## src/rtl/pio_pkg.sv

```systemverilog
package pio_pkg;

   // Which register of a lane the current bus address selects.
   typedef enum logic [1:0] {
      PIO_SEL_NONE = 2'd0,
      PIO_SEL_DATA = 2'd1,
      PIO_SEL_DIR  = 2'd2
   } pio_sel_e;

   // Default register placement: port registers start at this offset,
   // direction registers at the second offset.
   localparam int unsigned PIO_DATA_BASE_DEF = 0;
   localparam int unsigned PIO_DIR_BASE_DEF  = 4;

endpackage

```

## src/rtl/pio_sync.sv

```systemverilog
module pio_sync #(
   parameter int unsigned WIDTH  = 8,
   parameter int unsigned STAGES = 2
) (
   input  logic             clk,
   input  logic             rst_n,
   input  logic [WIDTH-1:0] d_i,
   output logic [WIDTH-1:0] q_o
);

   if (WIDTH < 1) begin : g_bad_width
      $error("pio_sync: WIDTH must be at least 1");
   end

   if (STAGES == 0) begin : g_bypass
      assign q_o = d_i;
   end else begin : g_chain
      logic [WIDTH-1:0] stage_q [STAGES];

      always_ff @(posedge clk or negedge rst_n) begin
         if (!rst_n) begin
            for (int s = 0; s < STAGES; s++) begin
               stage_q[s] <= '0;
            end
         end else begin
            stage_q[0] <= d_i;
            for (int s = 1; s < STAGES; s++) begin
               stage_q[s] <= stage_q[s-1];
            end
         end
      end

      assign q_o = stage_q[STAGES-1];
   end

endmodule

```

## src/rtl/pio_decode.sv

```systemverilog
module pio_decode
   import pio_pkg::*;
#(
   parameter int unsigned ADDR_W    = 13,
   parameter int unsigned NUM_PORTS = 2,
   parameter int unsigned DATA_BASE = PIO_DATA_BASE_DEF,
   parameter int unsigned DIR_BASE  = PIO_DIR_BASE_DEF
) (
   input  logic [ADDR_W-1:0] addr_i,
   output pio_sel_e          sel_o [NUM_PORTS]
);

   for (genvar p = 0; p < NUM_PORTS; p++) begin : g_port
      localparam int unsigned DATA_ADDR = DATA_BASE + p;
      localparam int unsigned DIR_ADDR  = DIR_BASE + p;
      localparam logic [ADDR_W-1:0] DATA_A = DATA_ADDR[ADDR_W-1:0];
      localparam logic [ADDR_W-1:0] DIR_A  = DIR_ADDR[ADDR_W-1:0];

      always_comb begin
         if (addr_i == DATA_A) begin
            sel_o[p] = PIO_SEL_DATA;
         end else if (addr_i == DIR_A) begin
            sel_o[p] = PIO_SEL_DIR;
         end else begin
            sel_o[p] = PIO_SEL_NONE;
         end
      end
   end

endmodule

```

## src/rtl/pio_lane.sv

```systemverilog
module pio_lane
   import pio_pkg::*;
#(
   parameter int unsigned WIDTH       = 8,
   parameter int unsigned SYNC_STAGES = 2
) (
   input  logic             clk,
   input  logic             rst_n,
   input  pio_sel_e         sel_i,
   input  logic             wr_i,
   input  logic [WIDTH-1:0] wdata_i,
   input  logic [WIDTH-1:0] pad_i,
   output logic [WIDTH-1:0] pad_o,
   output logic [WIDTH-1:0] pad_oe_o,
   output logic [WIDTH-1:0] rd_o
);

   logic [WIDTH-1:0] latch_q;
   logic [WIDTH-1:0] dir_q;
   logic [WIDTH-1:0] pad_sync;
   logic [WIDTH-1:0] mixed;
   logic             wr_latch;
   logic             wr_dir;

   assign wr_latch = wr_i && (sel_i == PIO_SEL_DATA);
   assign wr_dir   = wr_i && (sel_i == PIO_SEL_DIR);

   // Output latch: no reset, contents survive a reset.
   always_ff @(posedge clk) begin
      if (wr_latch) begin
         latch_q <= wdata_i;
      end
   end

   // Direction register: every bit an input after reset.
   always_ff @(posedge clk or negedge rst_n) begin
      if (!rst_n) begin
         dir_q <= '0;
      end else if (wr_dir) begin
         dir_q <= wdata_i;
      end
   end

   pio_sync #(
      .WIDTH  (WIDTH),
      .STAGES (SYNC_STAGES)
   ) sync_i (
      .clk   (clk),
      .rst_n (rst_n),
      .d_i   (pad_i),
      .q_o   (pad_sync)
   );

   assign mixed = (dir_q & latch_q) | (~dir_q & pad_sync);

   always_comb begin
      unique case (sel_i)
         PIO_SEL_DATA: rd_o = mixed;
         PIO_SEL_DIR:  rd_o = dir_q;
         default:      rd_o = '0;
      endcase
   end

   assign pad_o    = latch_q;
   assign pad_oe_o = dir_q;

endmodule

```

## src/rtl/pio_bank.sv

```systemverilog
module pio_bank
   import pio_pkg::*;
#(
   parameter int unsigned ADDR_W      = 13,
   parameter int unsigned DATA_W      = 8,
   parameter int unsigned NUM_PORTS   = 2,
   parameter int unsigned DATA_BASE   = PIO_DATA_BASE_DEF,
   parameter int unsigned DIR_BASE    = PIO_DIR_BASE_DEF,
   parameter int unsigned SYNC_STAGES = 2
) (
   input  logic                          clk,
   input  logic                          rst_n,
   input  logic [ADDR_W-1:0]             reg_addr,
   input  logic                          reg_wr,
   input  logic [DATA_W-1:0]             reg_wdata,
   output logic [DATA_W-1:0]             reg_rdata,
   input  logic [NUM_PORTS*DATA_W-1:0]   pin_in,
   output logic [NUM_PORTS*DATA_W-1:0]   pin_out,
   output logic [NUM_PORTS*DATA_W-1:0]   pin_oe
);

   localparam int unsigned ADDR_SPAN = 1 << ADDR_W;
   localparam int unsigned DATA_END  = DATA_BASE + NUM_PORTS;
   localparam int unsigned DIR_END   = DIR_BASE + NUM_PORTS;

   // Elaboration-time parameter checks.
   if (DATA_W < 1 || NUM_PORTS < 1) begin : g_bad_size
      $error("pio_bank: DATA_W and NUM_PORTS must be at least 1");
   end
   if (ADDR_W < 1 || ADDR_W > 30) begin : g_bad_addr_w
      $error("pio_bank: ADDR_W out of range");
   end
   if (DIR_BASE < DATA_END && DATA_BASE < DIR_END) begin : g_overlap
      $error("pio_bank: port and direction address windows overlap");
   end
   if (DATA_END > ADDR_SPAN || DIR_END > ADDR_SPAN) begin : g_out_of_space
      $error("pio_bank: register window exceeds the address space");
   end

   pio_sel_e          sel      [NUM_PORTS];
   logic [DATA_W-1:0] lane_rd  [NUM_PORTS];

   pio_decode #(
      .ADDR_W    (ADDR_W),
      .NUM_PORTS (NUM_PORTS),
      .DATA_BASE (DATA_BASE),
      .DIR_BASE  (DIR_BASE)
   ) decode_i (
      .addr_i (reg_addr),
      .sel_o  (sel)
   );

   for (genvar p = 0; p < NUM_PORTS; p++) begin : g_lane
      pio_lane #(
         .WIDTH       (DATA_W),
         .SYNC_STAGES (SYNC_STAGES)
      ) lane_i (
         .clk      (clk),
         .rst_n    (rst_n),
         .sel_i    (sel[p]),
         .wr_i     (reg_wr),
         .wdata_i  (reg_wdata),
         .pad_i    (pin_in [p*DATA_W +: DATA_W]),
         .pad_o    (pin_out[p*DATA_W +: DATA_W]),
         .pad_oe_o (pin_oe [p*DATA_W +: DATA_W]),
         .rd_o     (lane_rd[p])
      );
   end

   // Lanes return zero unless selected, so an OR merges them.
   always_comb begin
      reg_rdata = '0;
      for (int p = 0; p < NUM_PORTS; p++) begin
         reg_rdata = reg_rdata | lane_rd[p];
      end
   end

endmodule

```

## config.mk

```make
export PLATFORM = sky130hd
export DESIGN_NAME = pio_bank
export DESIGN_NICKNAME = d
export VERILOG_FILES = /design/src/rtl/pio_pkg.sv /design/src/rtl/pio_sync.sv /design/src/rtl/pio_decode.sv /design/src/rtl/pio_lane.sv /design/src/rtl/pio_bank.sv
export SDC_FILE = /design/constraint.sdc
export NUM_CORES = 1
export LEC_CHECK = 0
export ABC_AREA = 1
export BUFFER_PORTS_ARGS = -buffer_cell sky130_fd_sc_hd__buf_2
export CORE_MARGIN = 2
export CORE_UTILIZATION = 50
export DETAILED_ROUTE_END_ITERATION = 10
export PLACE_DENSITY = 0.78
export SLEW_MARGIN = 20
export SYNTH_ARGS = -nofsm -noshare
export SYNTH_HDL_FRONTEND = slang
export SYNTH_SLANG_ARGS = --single-unit
```

## constraint.sdc

```tcl
create_clock -name clk -period 1.5 [get_ports clk]
set_input_delay 0.3 -clock clk [delete_from_list [all_inputs] [get_ports clk]]
set_output_delay 0.3 -clock clk [all_outputs]
set_load 0.02 [all_outputs]
```

==> flow_metrics.tcl, run 1 <==
set metrics [dict create \
    fin_ws_ns -0.1865 \
    tns_ns -1.260 \
    clock_latency_ns 0.33 \
    hold_violations 0 \
    place_congestion 0.7922 \
    synth_xor_xnor_area_share_pct 0 \
    coreArea_um2 5010 \
    hold_class "in2reg" \
    switching_share_pct 21.57 \
    synth_top_family_by_area "simple AND/OR/NAND/NOR gates" \
    clockBufferDepth 2 \
    p_total_uw 3519 \
    critical_path_class "in2out" \
    synth_most_common_cell "dfrtp_1" \
    grt_first_pass_wirelength_mm 9.059 \
    clock-sinks 64 \
    die_area_um2 5693 \
    critPathCaptureType "output port" \
    yosysTopAreaCell "dfrtp_1" \
    synth_top_area_share_pct 47.06 \
    async_flop_share_pct 75.00 \
    die_height_um 75.45 \
    first_global_vias 2045 \
    start_kind "input port" \
    p_seq_share_pct 52.4 \
    synth_fp_nets 266 \
    synthFlopType "dfrtp_1" \
    viasPerCell 5.049 \
    cp_max_fo 8 \
    first_iter_violations 151 \
    crit_arrival_ns 1.39 \
    cts-root-buf "clkbuf_8" \
    fmax_mhz 593.0 \
    cap_viol_max_count 0 \
    cts_tree "built" \
    drtAntennaViolNets 0 \
    comb_power_share_pct 5.4 \
    setup-violations-final 24 \
    overflow 0 \
    fin_crit_sh_pct 112.4 \
    area_growth_pct 49.46 \
    antenna_cells 0 \
    cp_cell_sequence "buf_6 -> or2_4 -> nor2_8 -> clkbuf_16 -> nand3_1 -> nand4_1 -> buf_6" \
    crit_buf_inv 3 \
    synth_area_um2 2552 \
    ir_drop_mv 0.9965 \
    seqCellArea_um2 1685 \
    grt_start_max_net_pins 49 \
    tightest_slew_ns 0.2619 \
    p_int_uw 2760 \
    place_ws_ns -0.1490 \
    synthMuxAreaShare_pct 0 \
    dr_total_vias 2166 \
    io_pins 80 \
    synth-compound-area-share_pct 8.627 \
    synthCells 226 \
    io_buffers 79 \
    fp.dieW_um 75.45 \
    firstDrtPassIters 4 \
    avgSynthCellArea_um2 11.29 \
    multi_input_area_um2 874.6 \
    drc 0 \
    powerDensity_nw_per_um2 922.4 \
    dp_hpwl_mm 3.913 \
    pwr-share-clk_pct 42.2 \
    synth_area_leaders "dfrtp_1, edfxtp_1, nand3_1" \
    ys_seq_area_share_pct 65.88 \
    routed_wl_mm 6.423 \
    wl_per_cell_um 14.97 \
    drv_slew 0 \
    cts-buffers-inserted 9 \
    grt_antenna_before_repair 0 \
    drive_gt1_share_pct 55.99 \
    relSlewSlack_pct 82.54 \
    rsz0062_at_grt "true" \
    cp_slowest_stage_delay_ns 0.26 \
    yosys.cell_types.count 16 \
    synth_fa_ha_area_share_pct 0 \
    synthSimpleGateAreaFrac_pct 19.61 \
    fin_crit_ns 1.686 \
    fill_cells 327 \
    crit_top_cell "buf_6" \
    ys_warn_count 0 \
    track_usage_pct 22.11 \
    clk_pin_slew_worst_paths_ns 0.07 \
    rows 26 \
    worstPathRequired_ns 1.20 \
    finClkSkew_ns 0.005111 \
    synth-edff-count 16 \
    outcome "complete, but fails checks" \
    leakagePower_uw 0.001814 \
    cp_slowest_cell "or2_4" \
    ys_top_cells_by_count "dfrtp_1, nand2_1, nand3_1" \
    crit_family "simple AND/OR/NAND/NOR gates" \
    start_util_pct 50.95 \
    violations "negative setup slack" \
    final_nets 394 \
    p_switching_uw 759.0 \
    htree_levels 3 \
    ys_ff_latch 64 \
]
==> sequential cells by signal, indices dropped and copies added (netlist names) <==
register	flops
g_lane.lane_i.sync_i.g_chain.stage_q	16
g_lane.lane_i.pad_o	16
g_lane.lane_i.pad_oe_o	16
g_lane.lane_i.sync_i.q_o	16
==> metrics by stage <==
stage                     instance area [µm²]  instances  util [%]  hold WS (ns)
after floorplan                          2572        226         -      0.004409
after global placement                   3203        389     63.94        0.3004
after detailed placement                 3203        389     63.94        0.3024
after CTS                                3612        422     72.10       0.05142
after global routing                     3815        429     76.15       0.04824
final                                    3815        429     76.15       0.06421
==> power by group through the flow <==
stage	clock network (µW)	logic, µW	registers [µW]
after global routing	1580	212	1850
after global placement	0	154	1870
after CTS	1510	173	1840
after floorplan	0	53.2	1870
after detailed placement	0	158	1880
final	1490	189	1840
==> layer usage <==
layer / GRT usage (%) / vias to the layer above / routed length (µm)
li1: - / 1008 / -
met1: 27.96 / 1045 / 2585
met2: 34.59 / 96 / 3236
met3: 6.085 / 17 / 430
met4: 12.48 / 0 / 170
met5: 0 / - / 0
==> cells by family after synthesis <==
| kind of cell | count (synthesis) |
|---|---|
| flops | 64 |
| compound gates | 32 |
| simple gates | 97 |
| buf+inv | 33 |
==> worst paths after layout <==
kind / startpoint / to / slack (ns) / cells after the start
max: reg_addr[12] / reg_rdata[6] / -0.19 / 7
min: pin_in[0] / g_lane[0].lane_i.sync_i.g_chain.stage_q[8] / 0.06 / 1
max reg2reg: g_lane[1].lane_i.pad_oe_o[5] / g_lane[1].lane_i.pad_oe_o[5] / 0.58 / 4
min reg2reg: g_lane[1].lane_i.sync_i.g_chain.stage_q[9] / g_lane[1].lane_i.sync_i.q_o[1] / 0.35 / 0
max in group asynchronous: rst_n / g_lane[1].lane_i.pad_oe_o[5] / 0.78 / 3
min in group asynchronous: rst_n / g_lane[1].lane_i.sync_i.q_o[2] / 0.48 / 3
==> worst reg2reg max path, cell delays in order, from the launching register on <==
cell and delay, ns:
dfrtp_2 0.42, buf_4 0.14, buf_4 0.13, nand2_2 0.06, o21ai_2 0.05
==> cell type report <==
class                      count  area share, %
sequential                    64          44.18
multi-input combinational    129          22.93
timing repair buffer         122          22.43
clock buffer                  11          3.969
inverter                      28          2.755
tap                           70          2.296
clock inverter                 5          1.443
==> what timing repair did <==
action	CTS	global route
setup endpoints to repair	8	8
endpoints found under the hold margin	48	0
resized for setup	35	37
gates cloned	0	2
buffers inserted	16	5
pin swaps	15	15
hold buffers	1	0
==> cell usage in the layout, fill, tap and decap left out, types with 12 or more instances in the layout <==
cell	count
nand2_1	31
buf_2	70
edfxtp_1	16
buf_6	12
nand3_1	16
o21ai_2	19
dfrtp_1	45
buf_4	34
inv_1	28
o21ai_1	12
nand3_2	16
(Power assumes the default switching activity.)
==> run 2, diff against run 1 <==
ABC_AREA = unset   (was 1)
CORE_UTILIZATION = 49   (was 50)
==> run 2 against run 1 <==
  * The run still ends with negative setup slack left
  * Global-route usage fell by 0.91 points
  * Sequential cell count did not move
  * First-iteration DRC count fell by 25%
  * Clock power rose by 9%
  * Combinational power rose by 7%
  * Largest cell class unchanged
==> flow_metrics.tcl, run 2 <==
set metrics [dict create \
    holdPathStages 1 \
    synth_fa_ha_area_share_pct 0 \
    tns_ns -11.44 \
    hold_start "pin_in[0]" \
    r2r-end "g_lane[0].lane_i.pad_oe_o[1]" \
    p_int_uw 2902 \
    cap_viol_max_count 0 \
    fin_crit_sh_pct 139.7 \
    antenna_cells 0 \
    rsz0062_at_grt "true" \
    cts-root-buf "clkbuf_8" \
    synthCells 166 \
    synth_most_common_cell "dfrtp_1" \
    ys_warn_count 0 \
    viasPerCell 5.199 \
    critPathCaptureType "output port" \
    start_util_pct 50.84 \
    crit_arrival_ns 1.80 \
    avgSynthCellArea_um2 14.56 \
    routed_wl_mm 5.635 \
    pwr-share-clk_pct 44.2 \
    post-route-util_pct 72.32 \
    synthSimpleGateAreaFrac_pct 11.75 \
    synth_top_family_by_area "simple AND/OR/NAND/NOR gates" \
    async_flop_share_pct 75.00 \
    coreArea_um2 4755 \
    reg2reg_slack_ns 0.60 \
    ys_ff_latch 64 \
    ir_drop_mv 1.256 \
    grt_first_pass_wirelength_mm 8.307 \
    hold_violations 0 \
    synth_area_leaders "dfrtp_1, edfxtp_1, mux2_2" \
    finClkSkew_ns 0.004227 \
    synthMuxAreaShare_pct 8.696 \
    fill_cells 319 \
    place_congestion 0.7698 \
    firstDrtPassIters 4 \
    p_seq_share_pct 50.2 \
    drtAntennaViolNets 0 \
    wl_per_cell_um 16.48 \
    synth_top_area_share_pct 49.69 \
    first_global_vias 1679 \
    violations "negative setup slack" \
    switching_share_pct 20.88 \
    yosys.cell_types.count 28 \
    htree_levels 3 \
    r2r_start "g_lane[0].lane_i.pad_oe_o[1]" \
    ys_top_cells_by_count "dfrtp_1, edfxtp_1, mux2_2, nor2_1, nor3b_1" \
    synthFlopType "dfrtp_1" \
    ys_seq_area_share_pct 69.57 \
    powerDensity_nw_per_um2 1067 \
    track_usage_pct 21.20 \
    dp_hpwl_mm 3.827 \
    drive_gt1_share_pct 52.36 \
    fp.dieW_um 74.24 \
    grt_antenna_before_repair 0 \
    synth_fp_nets 206 \
    area_growth_pct 42.24 \
    io_pins 80 \
    outcome "complete, but fails checks" \
    p_switching_uw 765.6 \
    yosysTopAreaCell "dfrtp_1" \
    start_kind "input port" \
    final_cell_mix "buf_2, dfrtp_1, buf_4" \
    leakagePower_uw 0.001614 \
    fmax_mhz 477.0 \
    die_area_um2 5511 \
    die_height_um 74.24 \
    comb_power_share_pct 5.5 \
    clockBufferDepth 2 \
    worstPathRequired_ns 1.20 \
    hold_end "g_lane[0].lane_i.sync_i.g_chain.stage_q[8]" \
    tightest_slew_ns 0.4664 \
    setup-violations-final 40 \
    fin_crit_ns 2.096 \
    r2r_cells 2 \
    final_nets 310 \
    cts-buffers-inserted 9 \
    rows 25 \
    clock_latency_ns 0.33 \
    overflow 0 \
    synth-compound-area-share_pct 8.799 \
    first_iter_violations 113 \
    synth_area_um2 2417 \
    critical_path_class "in2out" \
    synth-edff-count 16 \
    clock-sinks 64 \
    final_common_cell "buf_2" \
    hold_class "in2reg" \
    clk_pin_slew_worst_paths_ns 0.07 \
    grt_start_max_net_pins 49 \
    cp_max_fo 6 \
    dr_total_vias 1778 \
    fin_ws_ns -0.5962 \
    io_buffers 79 \
    place_ws_ns -0.7202 \
    drv_slew 0 \
    cts_tree "built" \
    synth_xor_xnor_area_share_pct 0 \
    drc 0 \
    p_total_uw 3667 \
    relSlewSlack_pct 68.72 \
]
## run 2: how the worst max path moves through the flow
stage	slack, ns	cells after the start	endpoint	startpoint
6_report	-0.60	5	reg_rdata[6]	reg_addr[4]
2_1_floorplan	-0.72	5	g_lane[0].lane_i.pad_o[0]	reg_addr[7]
3_3_place_gp	-0.68	6	g_lane[0].lane_i.pad_o[2]	reg_addr[11]
5_1_grt	-0.61	5	reg_rdata[6]	reg_addr[4]
3_5_place_dp	-0.72	6	g_lane[0].lane_i.pad_o[2]	reg_addr[11]
4_1_cts	-0.63	6	reg_rdata[2]	reg_addr[4]
## run 2: critical path, cell delays in order
cell      delay [ns]
buf_6           0.09
or4_4           0.53
or3_4           0.46
a211oi_4        0.26
buf_6           0.15
## run 2: layout make-up
class / count / area [µm²] / area share [%]
Multi-Input combinational cell: 95 / 828.3 / 24.09
Clock buffer: 11 / 141.4 / 4.112
Tap cell: 67 / 83.83 / 2.438
Timing Repair Buffer: 100 / 624.3 / 18.16
Sequential cell: 64 / 1682 / 48.91
Clock inverter: 5 / 78.83 / 2.293
## run 2: metrics by stage
step	std cells	hold WS, ns	instance area, µm²
after floorplan	166	0.004409	2527
after global placement	325	0.3038	3141
after detailed placement	325	0.3025	3141
after CTS	342	0.05917	3420
after global routing	342	0.05336	3438
final	342	0.06894	3438
## run 2: power groups by stage
stage / logic [µW] / clock network, µW / registers (µW)
floorplan: 67.8 / 0 / 1870
global placement: 187 / 0 / 1880
detailed placement: 193 / 0 / 1880
CTS: 198 / 1640 / 1840
global route: 224 / 1730 / 1840
finish: 202 / 1620 / 1840
## run 2: cell families (layout without fill, tap and decap cells)
logic type / count (synthesis) / after routing
simple gates: 45 / 45
mux: 19 / 19
compound gates: 31 / 31
buf+inv: 7 / 116
flops: 64 / 64
## run 2: metal layers
| metal | global-route usage [%] | routed length [µm] | vias to the layer above |
|---|---|---|---|
| li1 | - | - | 811 |
| met1 | 28.72 | 2480 | 880 |
| met2 | 33.33 | 2718 | 77 |
| met3 | 6.775 | 358 | 10 |
| met4 | 6.349 | 78 | 0 |
| met5 | 0 | 0 | - |
## run 2: repair_timing
action                     CTS  global route
pin swaps                    5             6
buffers inserted             0             1
hold endpoints to repair    48             0
hold buffers                 1             0
setup endpoints to repair   40            40
gates resized for setup     15             5
==> run 3, diff against run 2 <==
RECOVER_POWER = 25   (was unset)
==> run 3 against run 2 <==
  * The run still ends with negative setup slack left
  * Power about the same
  * Clock skew barely moved
  * Final area decreased by 0.29%
  * Via count stayed put
  * Cell count is the same
  * Clock-buffer cell count did not move
  * Sequential power about the same
  * Largest cell class unchanged
==> flow_metrics.tcl, run 3 (same netlist as run 2, synthesis figures left out) <==
set metrics [dict create \
    outcome "complete, but fails checks" \
    violations "negative setup slack" \
    die_area_um2 5511 \
    p_seq_share_pct 50.3 \
    pwr-share-clk_pct 44.3 \
    cp_slowest_stage_delay_ns 0.53 \
    die_height_um 74.24 \
    clockBufferDepth 2 \
    drtAntennaViolNets 0 \
    p_switching_uw 766.2 \
    rsz0062_at_grt "true" \
    fmax_mhz 476.4 \
    wl_per_cell_um 16.50 \
    first_global_vias 1679 \
    setup-violations-final 40 \
    viasPerCell 5.199 \
    fin_ws_ns -0.5991 \
    cp_cell_sequence "buf_6 -> or4_4 -> or3_4 -> a211oi_4 -> buf_6" \
    leakagePower_uw 0.001592 \
    drive_gt1_share_pct 49.45 \
    finClkSkew_ns 0.004207 \
    comb_power_share_pct 5.4 \
    tightest_slew_ns 0.4662 \
    seqCellArea_um2 1682 \
    final_nets 310 \
    hold_class "in2reg" \
    clock-sinks 64 \
    drc 0 \
    io_pins 80 \
    fin_crit_ns 2.099 \
    rows 25 \
    fin_crit_sh_pct 139.9 \
    first_iter_violations 120 \
    critical_path_class "in2out" \
    routed_wl_mm 5.642 \
    tns_ns -11.52 \
    dp_hpwl_mm 3.827 \
    clk_pin_slew_worst_paths_ns 0.07 \
    whs_ns 0.06899 \
    cp_slowest_cell "or4_4" \
    htree_levels 3 \
    firstDrtPassIters 4 \
    place_congestion 0.7698 \
    relSlewSlack_pct 68.73 \
    cts-root-buf "clkbuf_8" \
    grt_start_max_net_pins 49 \
    fp.dieW_um 74.24 \
    powerDensity_nw_per_um2 1069 \
    crit_arrival_ns 1.80 \
    antenna_cells 0 \
    io_buffers 79 \
    critPathCaptureType "output port" \
    crit_top_cell "buf_6" \
    hold_violations 0 \
    area_growth_pct 41.82 \
    coreArea_um2 4755 \
    final_common_cell "buf_2" \
    switching_share_pct 20.91 \
    ir_drop_mv 1.262 \
    grt_antenna_before_repair 0 \
    drv_slew 0 \
    final_cell_mix "buf_2, dfrtp_1, buf_4" \
    worstPathRequired_ns 1.20 \
    p_int_uw 2899 \
    overflow 0 \
    cap_viol_max_count 0 \
    dr_total_vias 1778 \
    cp_max_fo 6 \
    cts_tree "built" \
    start_util_pct 50.84 \
    multi_input_area_um2 828.3 \
    fill_cells 322 \
    cts-buffers-inserted 9 \
    clock_latency_ns 0.33 \
    grt_first_pass_wirelength_mm 8.307 \
    start_kind "input port" \
    track_usage_pct 21.20 \
]
## run 3: layout make-up
type	instances	area share, %
flip-flops and latches	64	49.05
multi-input cells	95	24.16
repair buffers	100	17.92
clock buffers	11	4.124
well taps	67	2.445
clock inverters	5	2.299
## run 3: final timing paths
check | from | endpoint | slack [ns] | cells after the start
min in group asynchronous | rst_n | g_lane[1].lane_i.sync_i.q_o[4] | 0.48 | 3
max in group asynchronous | rst_n | g_lane[1].lane_i.pad_oe_o[7] | 0.79 | 3
min | pin_in[9] | g_lane[1].lane_i.sync_i.g_chain.stage_q[9] | 0.07 | 1
max reg2reg | g_lane[0].lane_i.pad_oe_o[1] | g_lane[0].lane_i.pad_oe_o[1] | 0.60 | 2
min reg2reg | g_lane[1].lane_i.sync_i.g_chain.stage_q[8] | g_lane[1].lane_i.sync_i.q_o[0] | 0.35 | 0
max | reg_addr[4] | reg_rdata[6] | -0.60 | 5
## run 3: through the flow
step / worst slack, ns / utilization [%] / cell area (µm²) / instances / power, µW
finish: -0.5991 / 72.11 / 3428 / 342 / 3665
global route: -0.6136 / 72.11 / 3428 / 342 / 3793
CTS: -0.6291 / 71.92 / 3420 / 342 / 3678
detailed placement: -0.7202 / 66.05 / 3141 / 325 / 2070
global placement: -0.6800 / 66.05 / 3141 / 325 / 2063
floorplan: -0.7194 / - / 2527 / 166 / 1942
## run 3: timing repair
action,in CTS,in global routing
setup endpoints to repair,40,40
gates cloned,0,0
resized for setup,15,5
hold buffers,1,0
buffers inserted,0,1
pin swaps,5,6
hold endpoints to repair,48,0
## run 3: power groups by stage
stage,combinational [µW],sequential [µW],clock [µW]
2_1_floorplan,67.8,1870,0
3_3_place_gp,187,1880,0
3_5_place_dp,193,1880,0
4_1_cts,198,1840,1640
5_1_grt,221,1840,1730
6_report,199,1840,1620
## run 3: routing by layer
metal	global-route usage (%)	wire length [µm]
met5	0	0
met4	6.349	78
met3	6.775	368
met2	33.33	2694
met1	28.72	2501
## run 3: critical path: cells and delay by family
family | cells | cell delay, ns
buffers and inverters | 2 | 0.24
AOI/OAI and AO/OA | 1 | 0.26
and+or+nand+nor | 2 | 0.99
